File: src/rtl/pcal_pkg.sv
// Package: shared state and scan-stage types for the phase calibration sequencer.
// Assumes: nothing beyond standard SystemVerilog enum encoding.
package pcal_pkg;

    // Handshake state of the sequencer
    typedef enum logic [2:0] {
        ST_IDLE,
        ST_STEP_REQ,
        ST_STEP_WAIT,
        ST_TRIAL_REQ,
        ST_TRIAL_WAIT,
        ST_DONE
    } seq_state_e;

    // Scan stage; the order is the order of the calibration run
    typedef enum logic [2:0] {
        SC_DESCEND,
        SC_FIND_LOW,
        SC_GUARD,
        SC_FIND_HIGH,
        SC_CENTRE
    } scan_stage_e;

endpackage

File: src/rtl/pcal_pos_ctr.sv
// Module: signed phase position counter.
// What: moves the tracked phase by one in the given direction when bump is high.
// Assumes: bump is high for one cycle per completed step.
module pcal_pos_ctr #(
    parameter int POS_W = 9
) (
    input  logic                    clk,
    input  logic                    rst_n,
    input  logic                    bump,
    input  logic                    up,
    output logic signed [POS_W-1:0] pos
);

    // Track the phase position, one step per completion
    always_ff @(posedge clk) begin
        if (!rst_n)
            pos <= '0;
        else if (bump)
            pos <= up ? pos + 1'b1 : pos - 1'b1;
    end

endmodule

File: src/rtl/pcal_step_ctr.sv
// Module: step counter for the current scan stage.
// What: counts completed steps; clear has priority over increment.
// Assumes: the width covers the larger of the step limit and the guard count.
module pcal_step_ctr #(
    parameter int CNT_W = 8
) (
    input  logic             clk,
    input  logic             rst_n,
    input  logic             clr,
    input  logic             inc,
    output logic [CNT_W-1:0] cnt
);

    // Count steps within one stage
    always_ff @(posedge clk) begin
        if (!rst_n || clr)
            cnt <= '0;
        else if (inc)
            cnt <= cnt + 1'b1;
    end

endmodule

File: src/rtl/pcal_edge_regs.sv
// Module: window edge records and midpoint.
// What: stores the lower and upper edges and gives their floor mean.
// Assumes: each load is a single-cycle strobe taken from the position counter.
module pcal_edge_regs #(
    parameter int POS_W = 9
) (
    input  logic                    clk,
    input  logic                    rst_n,
    input  logic                    load_low,
    input  logic                    load_high,
    input  logic signed [POS_W-1:0] pos,
    output logic signed [POS_W-1:0] edge_low,
    output logic signed [POS_W-1:0] edge_high,
    output logic signed [POS_W-1:0] centre
);

    localparam int SUM_W = POS_W + 1;

    logic signed [SUM_W-1:0] sum;

    // Capture the edges when the scan finds them
    always_ff @(posedge clk) begin
        if (!rst_n) begin
            edge_low  <= '0;
            edge_high <= '0;
        end else begin
            if (load_low)  edge_low  <= pos;
            if (load_high) edge_high <= pos;
        end
    end

    // Floor mean of the two edges, without losing the carry
    always_comb begin
        sum    = SUM_W'(edge_low) + SUM_W'(edge_high);
        centre = POS_W'(sum >>> 1);
    end

endmodule

File: src/rtl/pcal_fsm.sv
// Module: scan controller of the phase calibration sequencer.
// What: issues step and trial requests, decides stage changes, and flags the limit error.
// Assumes: the step completion and trial completion arrive as one-cycle pulses, and the
// run starts inside the data window or below it.
module pcal_fsm
    import pcal_pkg::*;
#(
    parameter int POS_W       = 9,
    parameter int CNT_W       = 8,
    parameter int STEP_LIMIT  = 200,
    parameter int GUARD_STEPS = 10
) (
    input  logic                    clk,
    input  logic                    rst_n,
    input  logic                    cal_start,
    input  logic                    ps_done,
    input  logic                    ps_ovf,
    input  logic                    trial_done,
    input  logic                    trial_pass,
    input  logic signed [POS_W-1:0] pos,
    input  logic signed [POS_W-1:0] centre,
    input  logic [CNT_W-1:0]        cnt,
    output logic                    ps_en,
    output logic                    ps_inc,
    output logic                    trial_start,
    output logic                    pos_bump,
    output logic                    cnt_clr,
    output logic                    load_low,
    output logic                    load_high,
    output logic                    cal_done,
    output logic                    cal_err
);

    seq_state_e  st, st_nx;
    scan_stage_e stage, stage_nx;
    logic        dir_nx, err_nx;
    logic        fail;
    logic        at_limit;
    logic        guard_last;
    logic signed [POS_W-1:0] pos_after;

    assign ps_en       = (st == ST_STEP_REQ);
    assign trial_start = (st == ST_TRIAL_REQ);
    assign cal_done    = (st == ST_DONE);
    assign pos_bump    = (st == ST_STEP_WAIT) && ps_done;

    // Verdict, stage limits and the position a pending step lands on
    always_comb begin
        fail       = !trial_pass || ps_ovf;
        at_limit   = (cnt == CNT_W'(STEP_LIMIT));
        guard_last = (cnt == CNT_W'(GUARD_STEPS - 1));
        pos_after  = ps_inc ? pos + 1'b1 : pos - 1'b1;
    end

    // Next-state decisions for the five-stage scan
    always_comb begin
        st_nx     = st;
        stage_nx  = stage;
        dir_nx    = ps_inc;
        err_nx    = cal_err;
        cnt_clr   = 1'b0;
        load_low  = 1'b0;
        load_high = 1'b0;
        case (st)
            ST_IDLE, ST_DONE: begin
                if (cal_start) begin
                    st_nx    = ST_STEP_REQ;
                    stage_nx = SC_DESCEND;
                    dir_nx   = 1'b0;
                    err_nx   = 1'b0;
                    cnt_clr  = 1'b1;
                end
            end
            ST_STEP_REQ: st_nx = ST_STEP_WAIT;
            ST_STEP_WAIT: begin
                if (ps_done) begin
                    case (stage)
                        SC_GUARD: begin
                            st_nx = ST_STEP_REQ;
                            if (guard_last) begin
                                stage_nx = SC_FIND_HIGH;
                                cnt_clr  = 1'b1;
                            end
                        end
                        SC_CENTRE: st_nx = (pos_after == centre) ? ST_DONE : ST_STEP_REQ;
                        default:   st_nx = ST_TRIAL_REQ;
                    endcase
                end
            end
            ST_TRIAL_REQ: st_nx = ST_TRIAL_WAIT;
            ST_TRIAL_WAIT: begin
                if (trial_done) begin
                    st_nx = ST_STEP_REQ;
                    if (stage == SC_DESCEND && fail) begin
                        stage_nx = SC_FIND_LOW;
                        dir_nx   = 1'b1;
                        cnt_clr  = 1'b1;
                    end else if (stage == SC_FIND_LOW && !fail) begin
                        stage_nx = SC_GUARD;
                        load_low = 1'b1;
                        cnt_clr  = 1'b1;
                    end else if (stage == SC_FIND_HIGH && fail) begin
                        stage_nx  = SC_CENTRE;
                        load_high = 1'b1;
                        dir_nx    = 1'b0;
                        cnt_clr   = 1'b1;
                    end else if (at_limit) begin
                        st_nx  = ST_DONE;
                        err_nx = 1'b1;
                    end
                end
            end
            default: st_nx = ST_IDLE;
        endcase
    end

    // State, stage, direction and error registers
    always_ff @(posedge clk) begin
        if (!rst_n) begin
            st      <= ST_IDLE;
            stage   <= SC_DESCEND;
            ps_inc  <= 1'b0;
            cal_err <= 1'b0;
        end else begin
            st      <= st_nx;
            stage   <= stage_nx;
            ps_inc  <= dir_nx;
            cal_err <= err_nx;
        end
    end

    // the step request lasts one cycle
    assert_step_pulse_R1: assert property (@(posedge clk) disable iff (!rst_n)
        ps_en |=> !ps_en);

    // no new request while a step is outstanding
    assert_one_outstanding_R1: assert property (@(posedge clk) disable iff (!rst_n)
        (st == ST_STEP_WAIT && !ps_done) |=> !ps_en && !trial_start);

    // a completed step always moves the position
    assert_pos_moves_R2: assert property (@(posedge clk) disable iff (!rst_n)
        (st == ST_STEP_WAIT && ps_done) |=> pos != $past(pos));

    // the position holds when no completion arrives
    assert_pos_holds_R2: assert property (@(posedge clk) disable iff (!rst_n)
        !ps_done |=> $stable(pos));

    // the trial request lasts one cycle and never overlaps a step request
    assert_trial_pulse_R9: assert property (@(posedge clk) disable iff (!rst_n)
        trial_start |=> !trial_start);
    assert_no_overlap_R9: assert property (@(posedge clk) disable iff (!rst_n)
        !(trial_start && ps_en));

    // an error always comes with the finished flag
    assert_err_done_R10: assert property (@(posedge clk) disable iff (!rst_n)
        cal_err |-> cal_done);

endmodule

File: src/rtl/phase_cal_seq.sv
// Module: phase calibration sequencer (top).
// What: centres a read clock in its data window by stepping a clock manager's fine
// phase and running memory trials; records both edges and settles on the midpoint.
// Assumes: one-cycle completion pulses from the clock manager and the memory tester,
// a start inside or below the window, and a guard count of at least one.
module phase_cal_seq #(
    parameter int POS_W       = 9,
    parameter int STEP_LIMIT  = 200,
    parameter int GUARD_STEPS = 10
) (
    input  logic                    clk,
    input  logic                    rst_n,
    input  logic                    cal_start,
    output logic                    ps_en,
    output logic                    ps_inc,
    input  logic                    ps_done,
    input  logic                    ps_ovf,
    output logic                    trial_start,
    input  logic                    trial_done,
    input  logic                    trial_pass,
    output logic                    cal_done,
    output logic                    cal_err,
    output logic signed [POS_W-1:0] phase_pos,
    output logic signed [POS_W-1:0] edge_min,
    output logic signed [POS_W-1:0] edge_max
);

    localparam int CNT_MAX = (STEP_LIMIT > GUARD_STEPS) ? STEP_LIMIT : GUARD_STEPS;
    localparam int CNT_W   = $clog2(CNT_MAX + 1);

    logic                    pos_bump, cnt_clr, load_low, load_high;
    logic [CNT_W-1:0]        cnt;
    logic signed [POS_W-1:0] centre;

    pcal_fsm #(
        .POS_W(POS_W), .CNT_W(CNT_W),
        .STEP_LIMIT(STEP_LIMIT), .GUARD_STEPS(GUARD_STEPS)
    ) u_fsm (
        .clk(clk), .rst_n(rst_n), .cal_start(cal_start),
        .ps_done(ps_done), .ps_ovf(ps_ovf),
        .trial_done(trial_done), .trial_pass(trial_pass),
        .pos(phase_pos), .centre(centre), .cnt(cnt),
        .ps_en(ps_en), .ps_inc(ps_inc), .trial_start(trial_start),
        .pos_bump(pos_bump), .cnt_clr(cnt_clr),
        .load_low(load_low), .load_high(load_high),
        .cal_done(cal_done), .cal_err(cal_err)
    );

    pcal_pos_ctr #(.POS_W(POS_W)) u_pos (
        .clk(clk), .rst_n(rst_n), .bump(pos_bump), .up(ps_inc), .pos(phase_pos)
    );

    pcal_step_ctr #(.CNT_W(CNT_W)) u_cnt (
        .clk(clk), .rst_n(rst_n), .clr(cnt_clr), .inc(pos_bump), .cnt(cnt)
    );

    pcal_edge_regs #(.POS_W(POS_W)) u_edges (
        .clk(clk), .rst_n(rst_n), .load_low(load_low), .load_high(load_high),
        .pos(phase_pos), .edge_low(edge_min), .edge_high(edge_max), .centre(centre)
    );

    // a successful run ends with the upper edge above the lower one
    assert_edge_order_R7: assert property (@(posedge clk) disable iff (!rst_n)
        (cal_done && !cal_err) |-> edge_max > edge_min);

    // an overflowed trial never records the lower edge
    assert_ovf_fails_R8: assert property (@(posedge clk) disable iff (!rst_n)
        (trial_done && ps_ovf) |=> $stable(edge_min));

endmodule

File: config.mk
export PLATFORM = sky130hd
export DESIGN_NAME = phase_cal_seq
export DESIGN_NICKNAME = d
export VERILOG_FILES = /design/src/rtl/pcal_pkg.sv /design/src/rtl/pcal_pos_ctr.sv /design/src/rtl/pcal_step_ctr.sv /design/src/rtl/pcal_edge_regs.sv /design/src/rtl/pcal_fsm.sv /design/src/rtl/phase_cal_seq.sv
export SDC_FILE = /design/constraint.sdc
export NUM_CORES = 1
export LEC_CHECK = 0
export BUFFER_PORTS_ARGS = -buffer_cell sky130_fd_sc_hd__buf_2
export CORE_ASPECT_RATIO = 0.7
export CORE_UTILIZATION = 35
export CTS_CLUSTER_DIAMETER = 100
export DETAILED_ROUTE_END_ITERATION = 8
export SYNTH_ARGS = -nofsm -noshare
export SYNTH_HDL_FRONTEND = slang
export SYNTH_SLANG_ARGS = --single-unit
File: constraint.sdc
create_clock -name clk -period 2.7 [get_ports clk]
set_clock_uncertainty 0.1 [all_clocks]
set_input_delay 0.135 -clock clk [delete_from_list [all_inputs] [get_ports clk]]
set_output_delay 0.135 -clock clk [all_outputs]
set_load 0.03 [all_outputs]
After elaboration in Yosys (flattened, before gate mapping)
Index checks and enable logic that the tools add are counted.

storage, ports and cells
  word-level logic and storage cells = 103
  input bits = 7
  output and inout port bits = 32
  bits in registers = 43

operators by class
  reduce and logical (&&, ||, !) cells = 18
  $add $sub $neg = 4
  equal/unequal tests = 24
  muxes and demuxes = 49

operators with widths
  operator               number
  $mux W3                16
  $mux W1                26
  $pmux W3 S5            1
  $ne A2 B2 Y1 const B   7
  $reduce_and A7 Y1      2
  $eq A3 B2 Y1 const B   4
  $add A9 B9 Y10         1
  $add A9 B1 Y9 const B  1
  $eq A3 B3 Y1 const B   3
  $eq A9 B9 Y1           1
  $mux W9                1
  $pmux W3 S3            1
  $sub A9 B1 Y9 const B  1
  $add A8 B1 Y8 const B  1
  $eq A8 B4 Y1 const B   1
  $eq A8 B8 Y1 const B   1
  $eq A3 B1 Y1 const B   2
  $logic_not A3 Y1       2
  $pmux W3 S2            1
  $reduce_and A5 Y1      1
  $logic_and A1 B1 Y1    4
  $ne A2 B1 Y1 const B   2
  $ne A4 B1 Y1 const B   1
  $pmux W1 S2            2
  other kinds (9)        12

Depth between registers and ports, before layout
Gate-level depths: netlist of the first run.

  depth in word-level cells = 9
  mapped depth = 8
  mapped depth without buffers = 8

Cells and area by module
Synthesis of the first run repeated with hierarchy kept, for this count alone.

second synthesis, totals
  cells, all modules = 369
  area, all modules = 3173.0 µm²

by module, submodules not included
  module          area each (µm²)  sequential area each (µm²)  times used  cells each
  pcal_fsm        1094.8           160.2                       1           144
  pcal_edge_regs  1039.7           360.3                       1           103
  pcal_pos_ctr    693.2            180.2                       1           84
  pcal_step_ctr   345.3            160.2                       1           38

Worst setup path before layout of the first run
No wires, ideal clock.

  path kind = flip-flop to flip-flop
  from = register u_fsm.ps_inc
  to = register u_fsm.st[2]
  slack = -0.489 ns
  stages on the path, launching flop included = 9
  period minus slack after synthesis = 3.189 ns
  setup time = 0.096 ns
  arrival time = 2.993 ns
  path through = dfxtp_1 > inv_1 > ha_1 > a21o_1 > a221oi_2 > xnor2_2 > xnor3_1 > or4_1 > o41ai_2

on the way
  cells in the longest elaborated chain, start to end = 6

ends and longest elaborated chain
  item                      line             RTL
  start: declaration        pcal_fsm.sv:24   output logic ps_inc,
  start signal: assignment  pcal_fsm.sv:127  ps_inc <= dir_nx;
  $mux W9                   pcal_fsm.sv:52   pos_after = ps_inc ? pos + 1'b1 : pos - 1'b1;
  $eq A9 B9 Y1              pcal_fsm.sv:85   SC_CENTRE: st_nx = (pos_after == centre) ? ST_DONE : ST_STEP_REQ;
  $mux W3                   pcal_fsm.sv:85
  $pmux W3 S2               pcal_fsm.sv:77   case (stage)
  $mux W3                   pcal_fsm.sv:76   if (ps_done) begin
  $pmux W3 S5               pcal_fsm.sv:64   case (st)
  end signal: assignment    pcal_fsm.sv:125  st <= st_nx;
  end: declaration          pcal_fsm.sv:34   seq_state_e st, st_nx;

Every way passes these cells. The select of a mux whose other input is x is not followed.
A chain may end at the register's enable or synchronous reset.

Worst setup path after layout of the first run
Same ends and word-level chain as after synthesis.

==> run_results.csv, run 1 <==
group,metric,value,unit
power_and_ir_drop,peakVddDrop,0.317,mV
logic_synthesis,synth_flop_cell,"dfxtp_1",
logic_synthesis,synth_fp_nets,349,
sta,setup_violations,0,
floorplanning,core-area,0.00755,sq mm
power_and_ir_drop,swShare,0.257,
logic_synthesis,avgSynthCellArea,8.73,sq um
placed_design,dpl_cell_area,0.00321,sq mm
detailed_routing,vias,2465,
worst_setup_path,worstSetupPathType,"flop to flop",
sta,slew_violations,0,
global_routing,grt-ovfl-total,0,
global_routing,grt_max_degree,36,
cells_and_area,nets,394,
detailed_routing,drc_errors,0,
worst_setup_path,cp_max_fo,6,
sta,fmax,383,MHz
floorplanning,die_x,109,um
placed_design,portBuffers,38,
worst_hold_path,hold_class,"primary input to flop",
logic_synthesis,synth.most_common_cell,"dfxtp_1",
power_and_ir_drop,power_frac_comb,0.172,
detailed_routing,wire_per_inst,15.2,um
global_routing,use_met1,0.264,
logic_synthesis,synth_edf_count,0,
power_and_ir_drop,power_density,515,mW/mm^2
clocking,cts_sinks,43,
cells_and_area,final_cells,466,
floorplanning,rows,26,
global_routing,grt.total_usage,0.178,
global_routing,grtUsageMet2,0.248,
clocking,clk_pin_slew,70,ps
cells_and_area,post-route-cell-area,0.00344,sq mm
worst_setup_path,crit_required,2800,ps
logic_synthesis,synth_cell_type_count,50,
clocking,clock-root-buffer,"clkbuf_16",
clocking,cts_buffer_depth,2,
worst_setup_path,timing.critical_path.from,"u_fsm.ps_inc",
clocking,cts_buffers,5,
power_and_ir_drop,clockPowerShare,0.448,
global_routing,grt_pass1_vias,2309,
worst_setup_path,reg2reg_from,"u_fsm.ps_inc",
logic_synthesis,yosysSeqAreaShare,0.306,
global_routing,antenna_found_initial,0,
sta,fin_crit_sh,0.966,
power_and_ir_drop,power.switching,0.454,mW
cells_and_area,diodes,0,
placed_design,place_congestion,0.836,
cells_and_area,areaGrowthSynthToFinish,22.4,%
worst_setup_path,critPathLaunchType,"flop",
logic_synthesis,synth_top_cell_by_area,"dfxtp_1",
floorplanning,die_h,77.0,um
logic_synthesis,ys_seq_elements,43,
global_routing,grt_pass1_wl,11.5,mm
run,maxCapViolCount,0,
sta,hold-worst-slack,170,ps
floorplanning,initial_core_util,0.372,
placed_design,hpwl,5.26,mm
detailed_routing,via_per_inst,5.29,
status,status,"finished, final reports clean",
logic_synthesis,synthArstFlopShare,0,
detailed_routing,finalWirelength,7.10,mm
logic_synthesis,syn_area,0.00281,sq mm
cells_and_area,drive_gt1_frac,0.209,
logic_synthesis,yosys_warnings,0,
clocking,cts_tree,"built",
worst_setup_path,endpoint_kind,"flop",
sta,maxSlewHeadroom,0.625,
global_routing,grt.met3_usage,0.0434,
sta,timing_hold_violations_final,0,
logic_synthesis,synth_common_cells,"dfxtp_1 (43), nand2_1 (27), nor2b_1 (24)",
placed_design,place_inst,455,
sta,setup_tns,0,ps
logic_synthesis,synth_cells,322,
sta,period_minus_slack,2610,ps
power_and_ir_drop,intPower,1.32,mW
global_routing,grt_busiest_layer,"met1",
detailed_routing,drtAntennaViolNets,0,
logic_synthesis,yosysTopAreaCellShare,0.306,
power_and_ir_drop,seqPwrFrac,0.380,
floorplanning,io_pins,39,
worst_setup_path,worstPathArrival,2710,ps
worst_hold_path,hold_path_startpoint,"trial_done",
logic_synthesis,yosys-top-cells-area,"dfxtp_1 (31%), ha_1 (8.0%), mux2i_1 (7.1%)",
clocking,htree_num_levels,2,
clocking,clk_latency,290,ps
sta,rsz0062_at_grt,"no",
power_and_ir_drop,p_leak,1.48,nW
sta,worst-slew-pin-transition,548,ps
detailed_routing,drt_iter0_drc,123,
detailed_routing,drt_pass1_iterations,4,
floorplanning,die_area,0.00840,sq mm
-- sequential cells by signal, summed over array words and instances (netlist names) --
name	flops
u_edges.edge_high	9
u_pos.pos	9
u_edges.edge_low	9
u_fsm.cal_err	1
u_fsm.st	3
u_fsm.stage	3
u_fsm.ps_inc	1
u_cnt.cnt	8
-- cells by family after synthesis --
kind of cell | count (synthesis) | share of synthesized area
multiplexers | 20 | 0.0712
AND/OR/NAND/NOR | 118 | 0.221
buffers and inverters | 27 | 0.0365
flip-flops | 43 | 0.306
adder cells (fa/ha/maj) | 20 | 0.0944
AO/OA/AOI/OAI | 64 | 0.159
XOR/XNOR | 30 | 0.111
-- cell type report --
cell class	instances	area (sq um)
Clock inverter	2	60.1
Tap cell	98	123
Inverter	14	56.3
Sequential cell	43	866
Timing Repair Buffer	51	288
Fill cell	738	4110
Clock buffer	6	129
Multi-Input combinational cell	252	1920
-- path summary, 6_finish.rpt --
kind                    to  slack [ps]  depth (start not counted)
max            u_fsm.st[2]          90                          8
min            u_fsm.st[0]         170                          4
max reg2reg    u_fsm.st[2]          90                          8
min reg2reg  u_fsm.cal_err         380                          2
-- per-layer routing --
layer / vias up / part of all wire
met1: 1149 / 0.53
met4: 0 / 0.011
li1: 1243 / -
met2: 65 / 0.39
met5: - / 0
met3: 8 / 0.061
-- power groups by stage --
stage                     combinational, mW  sequential, mW  clock [mW]
after floorplan                       0.214           0.689           0
after global placement                0.285           0.687           0
after detailed placement              0.289           0.687           0
after CTS                             0.291           0.673       0.806
after global routing                  0.334           0.675       0.836
final                                 0.304           0.673       0.793
-- critical path: stages (launching register included) --
cell	delay (ps)
dfxtp_4	360
clkinvlp_4	210
ha_4	310
a21o_1	200
a221oi_2	320
xnor2_2	160
xnor3_1	240
or4_4	420
o41ai_2	190
-- per-stage QoR --
step | utilization | total power, mW | setup WS (ps)
5_1_grt | 0.456 | 1.85 | 13.7
3_3_place_gp | 0.425 | 0.972 | 59.8
3_5_place_dp | 0.425 | 0.976 | 4.42
4_1_cts | 0.451 | 1.77 | 26.5
6_report | 0.456 | 1.77 | 91.5
2_1_floorplan | - | 0.902 | 58.8
-- repair_timing --
item	CTS	global route
gates cloned	0	0
gates resized for setup	0	5
hold buffers	0	0
endpoints found under the setup margin	1	1
setup buffers	1	2
pin swaps	0	3
-- placed cells by master (no fill, tap or decap), types with 14 or more instances in the layout --
cell / count
nor2b_1: 23
xnor2_1: 17
ha_1: 14
nor2_1: 20
nand2_1: 27
dfxtp_1: 41
mux2i_1: 20
buf_2: 38
Power figures use the tool's default switching activity.
==> run 2: changes to the inputs <==
- ABC_CLOCK_PERIOD_IN_PS: unset -> 2700
- CELL_PAD_IN_SITES_DETAIL_PLACEMENT: unset -> 1
- CELL_PAD_IN_SITES_GLOBAL_PLACEMENT: unset -> 2
- CORE_UTILIZATION: 35 -> 32
- PLACE_DENSITY_LB_ADDON: unset -> 0.1
==> run_results.csv, run 2 (synthesis gave the netlist of run 1 again) <==
group,metric,value,unit
power_and_ir_drop,p_leak,1.51,nW
clocking,cts_hold_buf,0,
global_routing,grt.met3_usage,0.0400,
sta,period_minus_slack,2620,ps
worst_setup_path,critPathLaunchType,"flop",
sta,fin_crit_sh,0.970,
worst_setup_path,reg2reg_from,"u_fsm.ps_inc",
global_routing,grt_busiest_layer,"met1",
worst_hold_path,hold_class,"primary input to flop",
cells_and_area,drive_gt1_frac,0.227,
power_and_ir_drop,swShare,0.282,
global_routing,grtUsageMet2,0.239,
cells_and_area,fillers,1043,
cells_and_area,final_cells,494,
floorplanning,rows,28,
worst_setup_path,cp_top_family,"compound AO/OA/AOI/OAI gates",
sta,setup_tns,0,ps
worst_hold_path,worst_hold_path.endpoint,"u_fsm.st[1]",
cells_and_area,areaGrowthSynthToFinish,24.6,%
worst_setup_path,path_cells,"clkinvlp_4 -> ha_4 -> a21o_1 -> a221oi_2 -> xnor2_2 -> xnor3_1 -> or4_1 -> o41ai_2",
cells_and_area,nets,400,
worst_hold_path,hold_path_startpoint,"ps_done",
clocking,post_cts.repair.setup_buffers,0,
cells_and_area,diodes,0,
sta,slew_violations,0,
run,maxCapViolCount,0,
power_and_ir_drop,power_density,486,mW/mm^2
floorplanning,die_area,0.00917,sq mm
floorplanning,die_x,114,um
detailed_routing,wire_per_inst,16.5,um
clocking,htree_num_levels,2,
clocking,cts_tree,"built",
worst_setup_path,reg2reg_depth,8,
clocking,cts_buffers,5,
power_and_ir_drop,clockPowerShare,0.423,
floorplanning,core-area,0.00848,sq mm
global_routing,grt-ovfl-total,0,
placed_design,place_congestion,0.802,
detailed_routing,drc_errors,0,
worst_setup_path,worstPathArrival,2720,ps
worst_setup_path,path_depth,8,
sta,setup_ws,80.7,ps
sta,timing_hold_violations_final,0,
global_routing,antenna_found_initial,0,
sta,maxSlewHeadroom,0.615,
global_routing,grt_max_degree,36,
clocking,cts_buffer_depth,2,
sta,worst-slew-pin-transition,570,ps
placed_design,portBuffers,38,
detailed_routing,finalWirelength,8.14,mm
floorplanning,io_pins,39,
power_and_ir_drop,power.switching,0.480,mW
global_routing,grt.total_usage,0.187,
floorplanning,initial_core_util,0.331,
detailed_routing,drt_iter0_drc,132,
global_routing,use_met1,0.300,
worst_setup_path,cp_max_fo,6,
detailed_routing,drt_pass1_iterations,4,
worst_setup_path,crit_required,2800,ps
floorplanning,die_h,80.4,um
placed_design,post-place-ws,62.8,ps
worst_hold_path,min_path_cells,4,
cells_and_area,final_common_cell,"dfxtp_1",
power_and_ir_drop,peakVddDrop,0.236,mV
placed_design,place_inst,486,
sta,setup_violations,0,
detailed_routing,vias,2460,
sta,rsz0062_at_grt,"no",
worst_setup_path,worst_r2r_endpoint,"u_fsm.st[2]",
clocking,clk_latency,290,ps
worst_setup_path,reg2reg_slack,80,ps
worst_setup_path,endpoint_kind,"flop",
detailed_routing,via_per_inst,4.98,
cells_and_area,final_cell_mix,"dfxtp_1 (41), buf_2 (38), nand2_1 (27)",
status,status,"finished, final reports clean",
power_and_ir_drop,seqPwrFrac,0.394,
global_routing,grt_pass1_vias,2292,
cells_and_area,reg_top3,"u_edges.edge_high x9, u_edges.edge_low x9, u_pos.pos x9",
placed_design,hpwl,6.27,mm
worst_setup_path,worstSetupPathType,"flop to flop",
clocking,clk_pin_slew,70,ps
worst_setup_path,critPathMaxStageDelay,420,ps
worst_setup_path,crit_slowest_cell,"or4_1",
power_and_ir_drop,intPower,1.22,mW
power_and_ir_drop,power_frac_comb,0.184,
clocking,clock-root-buffer,"clkbuf_16",
worst_setup_path,critical_path_buf_inv_count,1,
clocking,cts_sinks,43,
sta,fmax,382,MHz
detailed_routing,drtAntennaViolNets,0,
global_routing,grt_pass1_wl,12.7,mm
## run 2: timing repair
action,CTS,global route
hold endpoints to repair,0,0
resized for setup,0,6
endpoints found under the setup margin,0,1
## run 2: worst register-to-register path, delay by kind of cell (launching register included)
kind                       cells  cell delay (ps)
xor gates and xnor gates       2              390
AOI/OAI and AO/OA              3              750
DFF                            1              360
buffers and inverters          1              200
adders and majority gates      1              310
and+or+nand+nor                1              420
## run 2: how the worst max path moves through the flow
stage	end	slack, ps	startpoint
finish	u_fsm.st[2]	80	u_fsm.ps_inc
global route	u_fsm.st[2]	5	u_fsm.ps_inc
CTS	u_fsm.st[2]	40	u_fsm.ps_inc
detailed placement	u_fsm.st[2]	60	u_fsm.ps_inc
global placement	u_fsm.st[2]	110	u_fsm.ps_inc
floorplan	u_fsm.st[2]	60	u_fsm.ps_inc
## run 2: power by group through the flow
| stage | combinational (mW) | sequential [mW] | clock [mW] |
|---|---|---|---|
| after floorplan | 0.214 | 0.689 | 0 |
| after global placement | 0.303 | 0.685 | 0 |
| after detailed placement | 0.302 | 0.685 | 0 |
| after CTS | 0.306 | 0.670 | 0.737 |
| after global routing | 0.344 | 0.672 | 0.772 |
| final | 0.313 | 0.670 | 0.719 |
## run 2: through the flow
stage / utilization / cell area, sq um / hold slack [ps] / power [mW]
floorplan: - / 2870 / 189 / 0.902
global placement: 0.390 / 3310 / 366 / 0.988
detailed placement: 0.390 / 3310 / 374 / 0.987
CTS: 0.410 / 3470 / 165 / 1.71
global route: 0.413 / 3500 / 233 / 1.79
finish: 0.413 / 3500 / 167 / 1.70
## run 2: final cells by class
type,instances,area [sq um],share of cell area
Clock inverter,3,43.8,0.0125
Inverter,14,56.3,0.0161
Tap cell,120,150,0.0429
Multi-Input combinational cell,252,1930,0.550
Clock buffer,5,125,0.0357
Sequential cell,43,866,0.247
Timing Repair Buffer,57,333,0.0951
## run 2: per-layer routing
layer  wire (um)  vias to the layer above
met5           0                        -
met4          64                        0
met3         388                        6
met2        3000                       41
met1        4690                     1165
li1            -                     1248
